$ cat src/rtl/fcd_pkg.sv
package fcd_pkg;

    localparam int ADDR_W    = 22;
    localparam int ROW_W     = 11;
    localparam int COL_W     = ADDR_W - ROW_W;
    localparam int BUS_W     = (ROW_W > COL_W) ? ROW_W : COL_W;
    localparam int DATA_W    = 8;
    localparam int KEY_CMP_W = 15;

    localparam logic [KEY_CMP_W-1:0] KEY_ADDR_A = 15'h5555;
    localparam logic [KEY_CMP_W-1:0] KEY_ADDR_B = 15'h2AAA;

    localparam logic [DATA_W-1:0] CODE_UNLOCK_A = 8'hAA;
    localparam logic [DATA_W-1:0] CODE_UNLOCK_B = 8'h55;
    localparam logic [DATA_W-1:0] CODE_PROGRAM  = 8'hA0;
    localparam logic [DATA_W-1:0] CODE_ERASE    = 8'h80;
    localparam logic [DATA_W-1:0] CODE_SECTOR   = 8'h30;
    localparam logic [DATA_W-1:0] CODE_BLOCK    = 8'h50;
    localparam logic [DATA_W-1:0] CODE_CHIP     = 8'h10;

    typedef enum logic [1:0] {
        OP_PROGRAM      = 2'd0,
        OP_SECTOR_ERASE = 2'd1,
        OP_BLOCK_ERASE  = 2'd2,
        OP_CHIP_ERASE   = 2'd3
    } op_kind_t;

    typedef enum logic [2:0] {
        ST_IDLE,
        ST_UNLK1,
        ST_UNLK2,
        ST_PGM_ARM,
        ST_ERS_ARM,
        ST_ERS_UNLK1,
        ST_ERS_UNLK2
    } seq_state_t;

    typedef struct packed {
        logic [ADDR_W-1:0] addr;
        logic [DATA_W-1:0] data;
    } bus_cycle_t;

    typedef struct packed {
        op_kind_t          kind;
        logic [ADDR_W-1:0] addr;
        logic [DATA_W-1:0] data;
    } op_req_t;

    // True when a write hits the given key address with the given code.
    function automatic logic key_hit(input bus_cycle_t cyc,
                                     input logic [KEY_CMP_W-1:0] key_addr,
                                     input logic [DATA_W-1:0] code);
        return (cyc.addr[KEY_CMP_W-1:0] == key_addr) && (cyc.data == code);
    endfunction

    // Clears the low 'lsb' bits of an address.
    function automatic logic [ADDR_W-1:0] align_down(input logic [ADDR_W-1:0] a,
                                                     input int lsb);
        logic [ADDR_W-1:0] r;
        for (int i = 0; i < ADDR_W; i++) begin
            r[i] = (i < lsb) ? 1'b0 : a[i];
        end
        return r;
    endfunction

endpackage

$ cat src/rtl/fcd_edge_det.sv
module fcd_edge_det #(
    parameter int          N       = 2,
    parameter logic [N-1:0] IDLE_LV = '1
) (
    input  logic         clk,
    input  logic         rst_n,
    input  logic [N-1:0] sig,
    output logic [N-1:0] rise,
    output logic [N-1:0] fall
);

    logic [N-1:0] prev_q;

    for (genvar g = 0; g < N; g++) begin : g_bit
        always_ff @(posedge clk) begin
            if (!rst_n) prev_q[g] <= IDLE_LV[g];
            else        prev_q[g] <= sig[g];
        end
        assign rise[g] = rst_n & ~prev_q[g] &  sig[g];
        assign fall[g] = rst_n &  prev_q[g] & ~sig[g];
    end

endmodule

$ cat src/rtl/fcd_addr_capture.sv
module fcd_addr_capture
    import fcd_pkg::*;
#(
    parameter int ROW_BITS = ROW_W,
    parameter int COL_BITS = COL_W
) (
    input  logic                         clk,
    input  logic                         rst_n,
    input  logic                         row_take,
    input  logic                         col_take,
    input  logic [BUS_W-1:0]             bus,
    output logic [ROW_BITS+COL_BITS-1:0] addr
);

    logic [ROW_BITS-1:0] row_q;
    logic [COL_BITS-1:0] col_q;

    always_ff @(posedge clk) begin
        if (!rst_n) begin
            row_q <= '0;
            col_q <= '0;
        end else begin
            if (row_take) row_q <= bus[ROW_BITS-1:0];
            if (col_take) col_q <= bus[COL_BITS-1:0];
        end
    end

    assign addr = {col_q, row_q};


    row_cap_chk: assert property (@(posedge clk) disable iff (!rst_n)
        row_take |=> addr[ROW_BITS-1:0] == $past(bus[ROW_BITS-1:0]));


    col_cap_chk: assert property (@(posedge clk) disable iff (!rst_n)
        col_take |=> addr[ROW_BITS+COL_BITS-1:ROW_BITS] == $past(bus[COL_BITS-1:0]));

endmodule

$ cat src/rtl/fcd_seq_fsm.sv
module fcd_seq_fsm
    import fcd_pkg::*;
#(
    parameter int SECTOR_LSB = 12,
    parameter int BLOCK_LSB  = 16
) (
    input  logic       clk,
    input  logic       rst_n,
    input  logic       wr_stb,
    input  logic       busy,
    input  bus_cycle_t cyc,
    output logic       start,
    output op_req_t    req
);

    seq_state_t state_q, state_d;
    logic       fire;
    op_kind_t   kind_d;
    logic       accept;

    assign accept = wr_stb & ~busy;

    always_comb begin
        state_d = state_q;
        fire    = 1'b0;
        kind_d  = OP_PROGRAM;
        if (accept) begin
            unique case (state_q)
                ST_IDLE:
                    state_d = key_hit(cyc, KEY_ADDR_A, CODE_UNLOCK_A) ? ST_UNLK1 : ST_IDLE;
                ST_UNLK1:
                    state_d = key_hit(cyc, KEY_ADDR_B, CODE_UNLOCK_B) ? ST_UNLK2 : ST_IDLE;
                ST_UNLK2: begin
                    if (key_hit(cyc, KEY_ADDR_A, CODE_PROGRAM))    state_d = ST_PGM_ARM;
                    else if (key_hit(cyc, KEY_ADDR_A, CODE_ERASE)) state_d = ST_ERS_ARM;
                    else                                           state_d = ST_IDLE;
                end
                ST_PGM_ARM: begin
                    state_d = ST_IDLE;
                    fire    = 1'b1;
                    kind_d  = OP_PROGRAM;
                end
                ST_ERS_ARM:
                    state_d = key_hit(cyc, KEY_ADDR_A, CODE_UNLOCK_A) ? ST_ERS_UNLK1 : ST_IDLE;
                ST_ERS_UNLK1:
                    state_d = key_hit(cyc, KEY_ADDR_B, CODE_UNLOCK_B) ? ST_ERS_UNLK2 : ST_IDLE;
                ST_ERS_UNLK2: begin
                    state_d = ST_IDLE;
                    if (cyc.data == CODE_SECTOR) begin
                        fire   = 1'b1;
                        kind_d = OP_SECTOR_ERASE;
                    end else if (cyc.data == CODE_BLOCK) begin
                        fire   = 1'b1;
                        kind_d = OP_BLOCK_ERASE;
                    end else if (key_hit(cyc, KEY_ADDR_A, CODE_CHIP)) begin
                        fire   = 1'b1;
                        kind_d = OP_CHIP_ERASE;
                    end
                end
                default: state_d = ST_IDLE;
            endcase
        end
    end

    function automatic logic [ADDR_W-1:0] target(input op_kind_t k,
                                                 input logic [ADDR_W-1:0] a);
        unique case (k)
            OP_SECTOR_ERASE: return align_down(a, SECTOR_LSB);
            OP_BLOCK_ERASE:  return align_down(a, BLOCK_LSB);
            OP_CHIP_ERASE:   return '0;
            default:         return a;
        endcase
    endfunction

    always_ff @(posedge clk) begin
        if (!rst_n) begin
            state_q <= ST_IDLE;
            start   <= 1'b0;
            req     <= '0;
        end else begin
            state_q <= state_d;
            start   <= fire;
            if (fire) begin
                req.kind <= kind_d;
                req.addr <= target(kind_d, cyc.addr);
                req.data <= cyc.data;
            end
        end
    end


    reset_idle_chk: assert property (@(posedge clk) disable iff (!rst_n)
        $past(!rst_n) |-> (state_q == ST_IDLE) && !start);


    start_pulse_chk: assert property (@(posedge clk) disable iff (!rst_n)
        start |=> !start);


    busy_hold_chk: assert property (@(posedge clk) disable iff (!rst_n)
        (wr_stb && busy) |=> (state_q == $past(state_q)) && !start);


    start_cause_chk: assert property (@(posedge clk) disable iff (!rst_n)
        start |-> $past(wr_stb) && !$past(busy));


    sector_align_chk: assert property (@(posedge clk) disable iff (!rst_n)
        (start && req.kind == OP_SECTOR_ERASE) |-> req.addr[SECTOR_LSB-1:0] == '0);


    block_align_chk: assert property (@(posedge clk) disable iff (!rst_n)
        (start && req.kind == OP_BLOCK_ERASE) |-> req.addr[BLOCK_LSB-1:0] == '0);


    chip_addr_chk: assert property (@(posedge clk) disable iff (!rst_n)
        (start && req.kind == OP_CHIP_ERASE) |-> req.addr == '0);


    hold_fields_chk: assert property (@(posedge clk) disable iff (!rst_n)
        (!start && $past(rst_n)) |-> $stable(req));

endmodule

$ cat src/rtl/flash_cmd_decoder.sv
module flash_cmd_decoder
    import fcd_pkg::*;
#(
    parameter int SECTOR_LSB = 12,
    parameter int BLOCK_LSB  = 16
) (
    input  logic               clk,
    input  logic               rst_n,
    input  logic               rc_strobe,
    input  logic               we_n,
    input  logic [BUS_W-1:0]   mux_addr,
    input  logic [DATA_W-1:0]  wr_data,
    input  logic               busy,
    output logic               op_start,
    output logic [1:0]         op_kind,
    output logic [ADDR_W-1:0]  op_addr,
    output logic [DATA_W-1:0]  op_data
);

    localparam int STB_RC = 0;
    localparam int STB_WE = 1;

    logic [1:0]        stb_rise, stb_fall;
    logic [ADDR_W-1:0] cur_addr;
    bus_cycle_t        cyc;
    op_req_t           req;

    fcd_edge_det #(.N(2), .IDLE_LV(2'b11)) i_edges (
        .clk   (clk),
        .rst_n (rst_n),
        .sig   ({we_n, rc_strobe}),
        .rise  (stb_rise),
        .fall  (stb_fall)
    );

    fcd_addr_capture #(.ROW_BITS(ROW_W), .COL_BITS(COL_W)) i_capture (
        .clk      (clk),
        .rst_n    (rst_n),
        .row_take (stb_fall[STB_RC]),
        .col_take (stb_rise[STB_RC]),
        .bus      (mux_addr),
        .addr     (cur_addr)
    );

    assign cyc.addr = cur_addr;
    assign cyc.data = wr_data;

    fcd_seq_fsm #(.SECTOR_LSB(SECTOR_LSB), .BLOCK_LSB(BLOCK_LSB)) i_fsm (
        .clk    (clk),
        .rst_n  (rst_n),
        .wr_stb (stb_rise[STB_WE]),
        .busy   (busy),
        .cyc    (cyc),
        .start  (op_start),
        .req    (req)
    );

    assign op_kind = req.kind;
    assign op_addr = req.addr;
    assign op_data = req.data;

endmodule

$ cat config.mk
export PLATFORM = sky130hd
export DESIGN_NAME = flash_cmd_decoder
export DESIGN_NICKNAME = d
export VERILOG_FILES = /design/src/rtl/fcd_pkg.sv /design/src/rtl/fcd_edge_det.sv /design/src/rtl/fcd_addr_capture.sv /design/src/rtl/fcd_seq_fsm.sv /design/src/rtl/flash_cmd_decoder.sv
export SDC_FILE = /design/constraint.sdc
export NUM_CORES = 1
export LEC_CHECK = 0
export BUFFER_PORTS_ARGS = -buffer_cell sky130_fd_sc_hd__clkbuf_2
export CORE_MARGIN = 2
export CORE_UTILIZATION = 30
export DETAILED_ROUTE_END_ITERATION = 10
export GPL_ROUTABILITY_DRIVEN = 0
export HOLD_SLACK_MARGIN = 0.1
export PLACE_DENSITY_LB_ADDON = 0.25
export SETUP_SLACK_MARGIN = 0.15
export SLEW_MARGIN = 20
export SYNTH_ARGS = -nofsm -noshare
export SYNTH_HDL_FRONTEND = slang
export SYNTH_SLANG_ARGS = --single-unit
$ cat constraint.sdc
create_clock -name clk -period 2.01 [get_ports clk]
set_input_delay 0.1005 -clock clk [delete_from_list [all_inputs] [get_ports clk]]
set_output_delay 0.1005 -clock clk [all_outputs]
set_load 0.005 [all_outputs]
Word level (Yosys, flattened, before mapping)
Cells that the tools add are included.

Flip-flop bits (word level): 60. Bits of input ports: 24. Output and inout port bits: 33. Word-level logic and storage cells: 62.

Equality and inequality tests: 18. Muxes and demuxes: 18. Bitwise operators: 11. Reduce and logical (&&, ||, !) cells: 6.

Operators with widths (number): 22-bit case mux with 3 select lines (1); 8-bit == test (second input constant) (3); 8-bit by 7-bit == test with 1-bit output (second input constant) (2); 15-bit by 14-bit == test with 1-bit output (second input constant) (1); 15-bit == test (second input constant) (1); 3-bit case mux with 5 select lines (1); 2-bit 2-to-1 mux (6); 3-bit 2-to-1 mux (4); 3-bit == test (second input constant) (3); 8-bit by 5-bit == test with 1-bit output (second input constant) (1); 8-bit by 6-bit == test with 1-bit output (second input constant) (1); 1-bit bitwise AND (7); 3-bit by 2-bit == test with 1-bit output (second input constant) (2); 1-bit logical AND (5); 1-bit 2-to-1 mux (5); 2-bit == test (second input constant) (2); 1-bit NOT (4); 3-bit by 1-bit == test with 1-bit output (second input constant) (1); 3-bit logical NOT (1); 2-bit by 1-bit == test with 1-bit output (second input constant) (1); 1-bit case mux with 2 select lines (1).

Logic depth before layout (Yosys ltp)
Gate-level depths: netlist (run 1).

Word-level depth: 9. Gate-level depth with buffers: 8. Mapped depth without buffers: 6.

Hierarchy
Synthesis (run 1) repeated with hierarchy kept, for this count alone.

Cells, all modules: 269. Area total of the unflattened synthesis: 2697.6 um^2.

By module, submodules not included: fcd_seq_fsm (times used 1, cells an instance 191, area an instance 1781.7 um^2, seq. area each 720.7 um^2); fcd_addr_capture (times used 1, cells an instance 70, area an instance 828.3 um^2, seq. area each 440.4 um^2); fcd_edge_det (times used 1, cells an instance 8, area an instance 87.6 um^2, seq. area each 40.0 um^2).

Worst setup path after synthesis (run 1)
Ideal clock, no wire load.

Kind: register to register. Start point: reg i_capture.col_q[0]. End point: reg i_fsm.req[26] (netlist name). Setup time: 122 ps. Arrival: 1709 ps. Required time: 1888 ps. Slack: 179 ps. Cell stages (with the launch flop): 8. Buffers on the path: 1. Clock period less this slack: 1831 ps. Path through: dfxtp_1 -> or3b_1 -> nor4_4 -> o2111a_1 -> nor2_4 -> inv_2 -> buf_6 -> o21ai_1.

Longest elaborated chain between the ends: 9. Elaborated cells on any way between the ends: 16. Those cells by class: eq/ne (4); mux (11); reduce/logical (1).

RTL lines: from (decl) (line fcd_addr_capture.sv:16) `logic [COL_BITS-1:0] col_q;`; from (signal assigned) (line fcd_addr_capture.sv:24) `if (col_take) col_q <= bus[COL_BITS-1:0];`; 15-bit == test (*) (line fcd_pkg.sv:53) `return (cyc.addr[KEY_CMP_W-1:0] == key_addr) && (cyc.data == code);`; 1-bit logical AND (*) (line fcd_pkg.sv:53); 2-bit 2-to-1 mux (line fcd_seq_fsm.sv:55) `end else if (key_hit(cyc, KEY_ADDR_A, CODE_CHIP)) begin`; 2-bit 2-to-1 mux (line fcd_seq_fsm.sv:52) `end else if (cyc.data == CODE_BLOCK) begin`; 2-bit 2-to-1 mux (line fcd_seq_fsm.sv:49) `if (cyc.data == CODE_SECTOR) begin`; 2-bit 2-to-1 mux (line fcd_seq_fsm.sv:28) `unique case (state_q)`; 2-bit 2-to-1 mux (line fcd_seq_fsm.sv:27) `if (accept) begin`; 2-bit == test / 2-bit by 1-bit == test with 1-bit output (equally long branches) (line fcd_seq_fsm.sv:67) `unique case (k)`; 22-bit case mux with 3 select lines (line fcd_seq_fsm.sv:67).

Mark *: on every way between the ends. The rest lies on a longest branch, timed or not. A chain may end at the register's enable or synchronous reset.

Final worst setup path (run 1)
Start point: reg i_fsm.state_q[1]. End point: reg i_fsm.state_q[2].

Longest elaborated chain between the ends: 2. Elaborated cells on any way between the ends: 6. Those cells by class: eq/ne (4); mux (1); reduce/logical (1).

RTL lines: from (decl) (line fcd_seq_fsm.sv:16) `seq_state_t state_q, state_d;`; from (signal assigned) (line fcd_seq_fsm.sv:81) `state_q <= state_d;`; 3-bit == test (tied with other cells) (line fcd_seq_fsm.sv:28); 3-bit case mux with 5 select lines (*) (line fcd_seq_fsm.sv:28).

Marks and branches as above.

==> results of run 1 <==
==> critical path: cells and delay by family (launching register included) <==
kind | cells | cell delay (ns)
AND/OR/NAND/NOR | 3 | 1.10
AO/OA/AOI/OAI | 2 | 0.36
flip-flops | 1 | 0.34
==> logic make-up after synthesis <==
group,Yosys count,synth area share [%]
buf+inv,23,4.03
xor+xnor,1,0.353
compound gates,58,13.8
mux,7,2.82
flops,60,48.4
simple gates,151,30.6
==> metal layers <==
layer,global-route usage [%],vias up,part of all wire (%)
li1,-,1223,-
met1,20.5,1066,48
met2,23.2,56,45
met3,3.99,8,5.8
met4,5.43,0,1.3
met5,0,-,0
==> layout make-up <==
cell class,instances,area (um2),share of cell area (%)
clock buffer,12,145,4.22
multi-input combinational,217,1210,35.1
sequential,60,1210,35.1
tap,105,131,3.82
clock inverter,4,72.6,2.11
inverter,6,25.0,0.727
timing repair buffer,96,652,18.9
==> flip-flops by register name, summed over array words and instances, names as in the netlist <==
name             count
i_fsm.state_q        3
i_capture.row_q     11
i_capture.col_q     11
i_edges.prev_q       2
i_fsm.start          1
i_fsm.req           32
==> power breakdown <==
part	switching (W)	internal (W)	total, W	leakage [nW]
Combinational	0.0000861	0.0000825	0.000169	0.842
Sequential	0.0000221	0.00122	0.00124	0.488
Clock	0.000455	0.000730	0.00119	0.107
==> stage by stage <==
stage / setup slack (ns) / area (um2) / util, % / std cells / total power [W]
after floorplan: 0.179 / 2480 / - / 300 / 0.00132
after global placement: 0.155 / 2930 / 36.0 / 456 / 0.00139
after global routing: 0.0722 / 3440 / 42.3 / 500 / 0.00269
after detailed placement: 0.130 / 2930 / 36.0 / 456 / 0.00139
final: 0.164 / 3440 / 42.3 / 500 / 0.00259
after CTS: 0.156 / 3370 / 41.4 / 494 / 0.00262
==> worst paths after layout <==
path | startpoint | end | slack [ns] | depth (start not counted)
worst max-delay path | i_fsm.state_q[1]$_SDFFE_PN0P_ | i_fsm.state_q[2]$_SDFFE_PN0P_ | 0.16 | 5
worst min-delay path | wr_data[5] | i_fsm.req[30]$_SDFFE_PN0P_ | 0.15 | 3
worst max register to register | i_fsm.state_q[1]$_SDFFE_PN0P_ | i_fsm.state_q[2]$_SDFFE_PN0P_ | 0.16 | 5
worst min register to register | i_fsm.req[18]$_SDFFE_PN0P_ | i_fsm.req[18]$_SDFFE_PN0P_ | 0.45 | 2
==> cell usage in the layout, fill, tap and decap left out, types with 3 or more instances in the layout <==
cell and instances:
nand4b_1 3, buf_4 16, o21ai_0 14, inv_1 5, nor2_1 4, o2111ai_1 3, nand2_1 96, o211ai_1 8
clkbuf_2 56, dfxtp_1 56, nand4_1 3, nand3_1 16, dfxtp_2 4, dlygate4sd3_1 22, o21ai_1 16, mux2i_1 7
a21oi_1 13, clkbuf_8 10
==> what timing repair did <==
item,in CTS,in global routing
setup endpoints to repair,2,31
hold buffers,22,0
resized for setup,1,11
setup buffers,0,6
endpoints found under the hold margin,31,0
pin swaps,1,7
==> out/metrics.cfg, run 1 <==
[synthesis]
async_reset_ff_share_pct = 0
synth_edf_count = 0
synth_top_cell_area_share_pct = 48.4
yosysWarnings = 0
syn_area_per_cell_um2 = 8.27
yosysTopAreaCell = dfxtp_1
ys.flop_type = dfxtp_1
synth_area_leaders = dfxtp_1 48%, nand2_1 15%, nand3_1 3.2%
synth_cells = 300
netlist_area_um2 = 2480
synth.most_common_cell = nand2_1
synth-seq-cells = 60
ys_top_cells_by_count = 96 x nand2_1, 60 x dfxtp_1, 16 x nand3_1
ys_types = 44
ys_seq_area_share_pct = 48.4
syn_nets = 324

[clocking]
htreeDepth = 3
cts_buffers = 9
cts_tree = yes
clock_sinks = 60
clk_path_buf_depth = 2
worstSkewPairLatency_ns = 0.34
clk_pin_slew_ns = 0.07
cts_root_buffer = clkbuf_8

[final_layout]
diodes = 0
area_delta_synth_final_pct = 38.7
nets = 414
final_layout_size_suffix_gt1_share_pct = 26.8
fill_cells = 825

[global_routing]
grt_pass1_wl_um = 10400
grt_antenna_before_repair = 0
grt_overflow = 0
grt_usage_pct = 15.2
grt_pass1_vias = 2176
grt_max_degree = 55

[floorplan]
initial_core_util_pct = 30.5
core_um2 = 8130
io-pin-count = 57
placementRows = 33
design.die.area_um2 = 9010
die_y_um = 94.9
die_w_um = 94.9

[place]
hpwl_um = 4640
port_buffers = 56

[flow_run]
max_cap_violations = 0

[hold_path]
hold_path.class = in -> reg

[sta]
fmax_ghz = 0.542
worst-slew-pin-transition_ns = 0.541
finClkSkew_ns = 0.00451
hold_violations = 0
finalCritPeriodShare_pct = 91.9
rsz0062_at_grt = yes
final.setup.tns_ns = 0
hold_ws_ns = 0.154
final_max_slew_viol_count = 0
finalCriticalPeriod_ns = 1.85
slew_headroom_pct = 63.9
setup_viol_count_final = 0

[drt]
wl_per_cell_um = 13.1
dr_total_vias = 2353
wl_um = 6550
firstDrtPassIters = 4
drt_iter0_markers = 65
drtAntennaViolNets = 0
via_per_inst = 4.71
drc = 0

[pwr]
ir_worst_vdd_uv = 297
p_leak_nw = 1.44
p_per_area_nw_per_um2 = 753

[critical_path]
required_ns = 2.29
crit_path_end_kind = register
crit_fanout = 5
worstSetupPathType = reg -> reg
slowest_stage = or4b_1
max_stage_delay_ns = 0.50
crit_chain = or4b_1 > or4_1 > o31ai_2 > a22oi_1 > nor2b_1
critPathArrivalTime_ns = 2.12
crit_path_start_kind = register

[run_status]
outcome = finished, final reports clean

(Power assumes the default switching activity.)
==> run 2: changes to the inputs <==
Settings changed: PLACE_DENSITY from default to 0.56, PLACE_DENSITY_LB_ADDON 0.25 to default, SYNTH_HIERARCHICAL from default to 1.
==> run 2 against run 1 <==
Effect of this change: maximum frequency rose by 1.9%; combinational power rose by 14%; power fell by 8.4%; worst setup slack improved by 0.034 ns; clock power fell by 19%; clock skew rose by 0.0023 ns; sequential power barely moved; register-to-register slack improved by 0.03 ns.
==> out/metrics.cfg, run 2 <==
[critical_path]
crit_path_start_kind = input pin
crit_chain = dlygate4sd3_1 > clkbuf_2 > nor4bb_1 > buf_4 > o2bb2ai_1 > a21o_2 > buf_12 > and2_4 > a41o_1
crit_fanout = 10  ; +5
required_ns = 2.29  ; about the same
path_buf_inv = 4  ; +4
worstRegToRegCells = 5  ; unchanged
max_stage_delay_ns = 0.54  ; +0.04 ns
critPathTopFamily = buffers and inverters
reg2reg_from = i_capture/row_q[1]$_SDFFE_PN0P_
critPathArrivalTime_ns = 2.09  ; -0.03 ns
slowest_stage = dlygate4sd3_1
regToRegSetupSlack_ns = 0.20  ; +0.03 ns
rr_endpoint = i_fsm/req[25]$_SDFFE_PN0P_
worstSetupPathType = in -> reg
crit_path_end_kind = register

[clocking]
cts_buffers = 9  ; unchanged
cts_tree = yes
htreeDepth = 3  ; unchanged
worstSkewPairLatency_ns = 0.34  ; about the same
clk_path_buf_depth = 2  ; unchanged
clk_pin_slew_ns = 0.07  ; about the same
clock_sinks = 60  ; unchanged
cts_root_buffer = clkbuf_8

[sta]
rsz0062_at_grt = yes
worst_slack_ns = 0.198  ; +0.0345 ns
worst-slew-pin-transition_ns = 0.615  ; +0.0732 ns
final.setup.tns_ns = 0  ; unchanged
hold_violations = 0  ; unchanged
finalCritPeriodShare_pct = 90.1  ; -1.7 points
setup_viol_count_final = 0  ; unchanged
finalCriticalPeriod_ns = 1.81  ; -0.0345 ns
final_max_slew_viol_count = 0  ; unchanged
slew_headroom_pct = 59.0  ; -4.9 points
finClkSkew_ns = 0.00682  ; +0.00232 ns
fmax_ghz = 0.552  ; +1.9%
hold_ws_ns = 0.126  ; -0.0279 ns

[place]
hpwl_um = 5020  ; +8.3%
dpl_worst_slack_ns = 0.118  ; -0.0115 ns
port_buffers = 56  ; unchanged
postPlaceCellArea_um2 = 3130  ; +7.0%
post-place-cells = 436  ; -4.4%

[hold_path]
hold_end = i_fsm/state_q[2]$_SDFFE_PN0P_
hold_path.class = in -> reg
min_path_cells = 3  ; unchanged
holdCritStartpoint = wr_data[5]

[floorplan]
core_um2 = 8720  ; +7.2%
design.die.area_um2 = 9740  ; +8.0%
io-pin-count = 57  ; unchanged
initial_core_util_pct = 30.8  ; +0.33 points
die_w_um = 98.7  ; +3.9%
placementRows = 34  ; +3.0%
die_y_um = 98.7  ; +3.9%

[synthesis]
netlist_area_um2 = 2690  ; +8.4%
syn_area_per_cell_um2 = 10.0  ; +21%
syn_nets = 292  ; -9.9%
synth_cells = 268  ; -11%
yosysWarnings = 6  ; +6

[pwr]
p_leak_nw = 1.46  ; +1.9%
ir_worst_vdd_uv = 317  ; +7.0%
p_per_area_nw_per_um2 = 658  ; -13%

[final_layout]
final_cell_area_um2 = 3610  ; +4.9%
finalNonFillerCells = 470  ; -6.0%
top_register = i_fsm/req
area_delta_synth_final_pct = 34.2
diodes = 0  ; unchanged
largest_reg_flops = 32  ; unchanged
layout_common_cells = 56 x clkbuf_2, 53 x dfxtp_1, 34 x mux2i_1
final_layout_size_suffix_gt1_share_pct = 33.7  ; +6.9 points
top_regs = i_fsm/req (32), i_capture/col_q (11), i_capture/row_q (11)
nets = 382  ; -7.7%
layout_commonest_cell = clkbuf_2

[drt]
drt_iter0_markers = 179  ; +180%
wl_um = 7250  ; +11%
firstDrtPassIters = 4  ; unchanged
dr_total_vias = 2318  ; -1.5%
via_per_inst = 4.93  ; +4.8%
drc = 0  ; unchanged
drtAntennaViolNets = 0  ; unchanged
wl_per_cell_um = 15.4  ; +18%

[flow_run]
max_cap_violations = 0  ; unchanged

[run_status]
outcome = finished, final reports clean

[global_routing]
grt_pass1_wl_um = 11600  ; +12%
grt_pass1_vias = 2234  ; +2.7%
grt_usage_pct = 15.2  ; +0.027 points
grt_max_degree = 70  ; +27%
grt_overflow = 0  ; unchanged
grt_antenna_before_repair = 0  ; unchanged

==> run 2: final cells by class <==
cell class / count / area [um2]
sequential: 60 / 1210
clock buffer: 13 / 159
inverter: 2 / 7.51
timing repair buffer: 97 / 647
tap: 108 / 135
multi-input combinational: 188 / 1440
fill: 877 / 5110
clock inverter: 2 / 10.0
==> run 2: tightest hold or removal path: stages <==
cell,delay (ns)
clkbuf_2,0.09
buf_4,0.14
o32ai_1,0.09
==> run 2: worst max path at each step <==
stage	start	endpoint	slack (ns)	cells after the start
CTS	i_capture/row_q[5]$_SDFFE_PN0P_	i_fsm/state_q[2]$_SDFFE_PN0P_	0.16	6
finish	wr_data[6]	i_fsm/req[25]$_SDFFE_PN0P_	0.20	9
global route	wr_data[6]	i_fsm/req[23]$_SDFFE_PN0P_	0.12	10
detailed placement	i_capture/row_q[3]$_SDFFE_PN0P_	i_fsm/req[25]$_SDFFE_PN0P_	0.12	5
floorplan	i_capture/row_q[3]$_SDFFE_PN0P_	i_fsm/req[24]$_SDFFE_PN0P_	0.21	6
global placement	i_capture/row_q[3]$_SDFFE_PN0P_	i_fsm/req[27]$_SDFFE_PN0P_	0.15	5
==> run 2: per-stage QoR <==
stage | total power, W | utilization, %
floorplan | 0.00133 | -
global placement | 0.00140 | 35.9
detailed placement | 0.00140 | 35.9
CTS | 0.00240 | 40.2
global route | 0.00248 | 41.4
finish | 0.00237 | 41.4
==> run 2: layer usage <==
layer	wire length, um	track usage [%]
met2	3350	23.7
met1	3400	19.8
met3	410	3.62
met4	95	7.48
met5	0	0
==> run 2: repair_timing <==
| action | CTS | global route |
|---|---|---|
| gates cloned | 1 | 0 |
| pin swaps | 3 | 4 |
| endpoints found under the setup margin | 18 | 34 |
| endpoints found under the hold margin | 28 | 0 |
| hold buffers | 17 | 0 |
| resized for setup | 2 | 19 |
| buffers inserted | 1 | 0 |
==> run 2: power by group <==
part	switching (W)	leakage (nW)	total [W]	internal, W
Combinational	0.0000915	0.887	0.000192	0.000100
Sequential	0.0000161	0.488	0.00122	0.00121
Clock	0.000455	0.0893	0.000960	0.000504
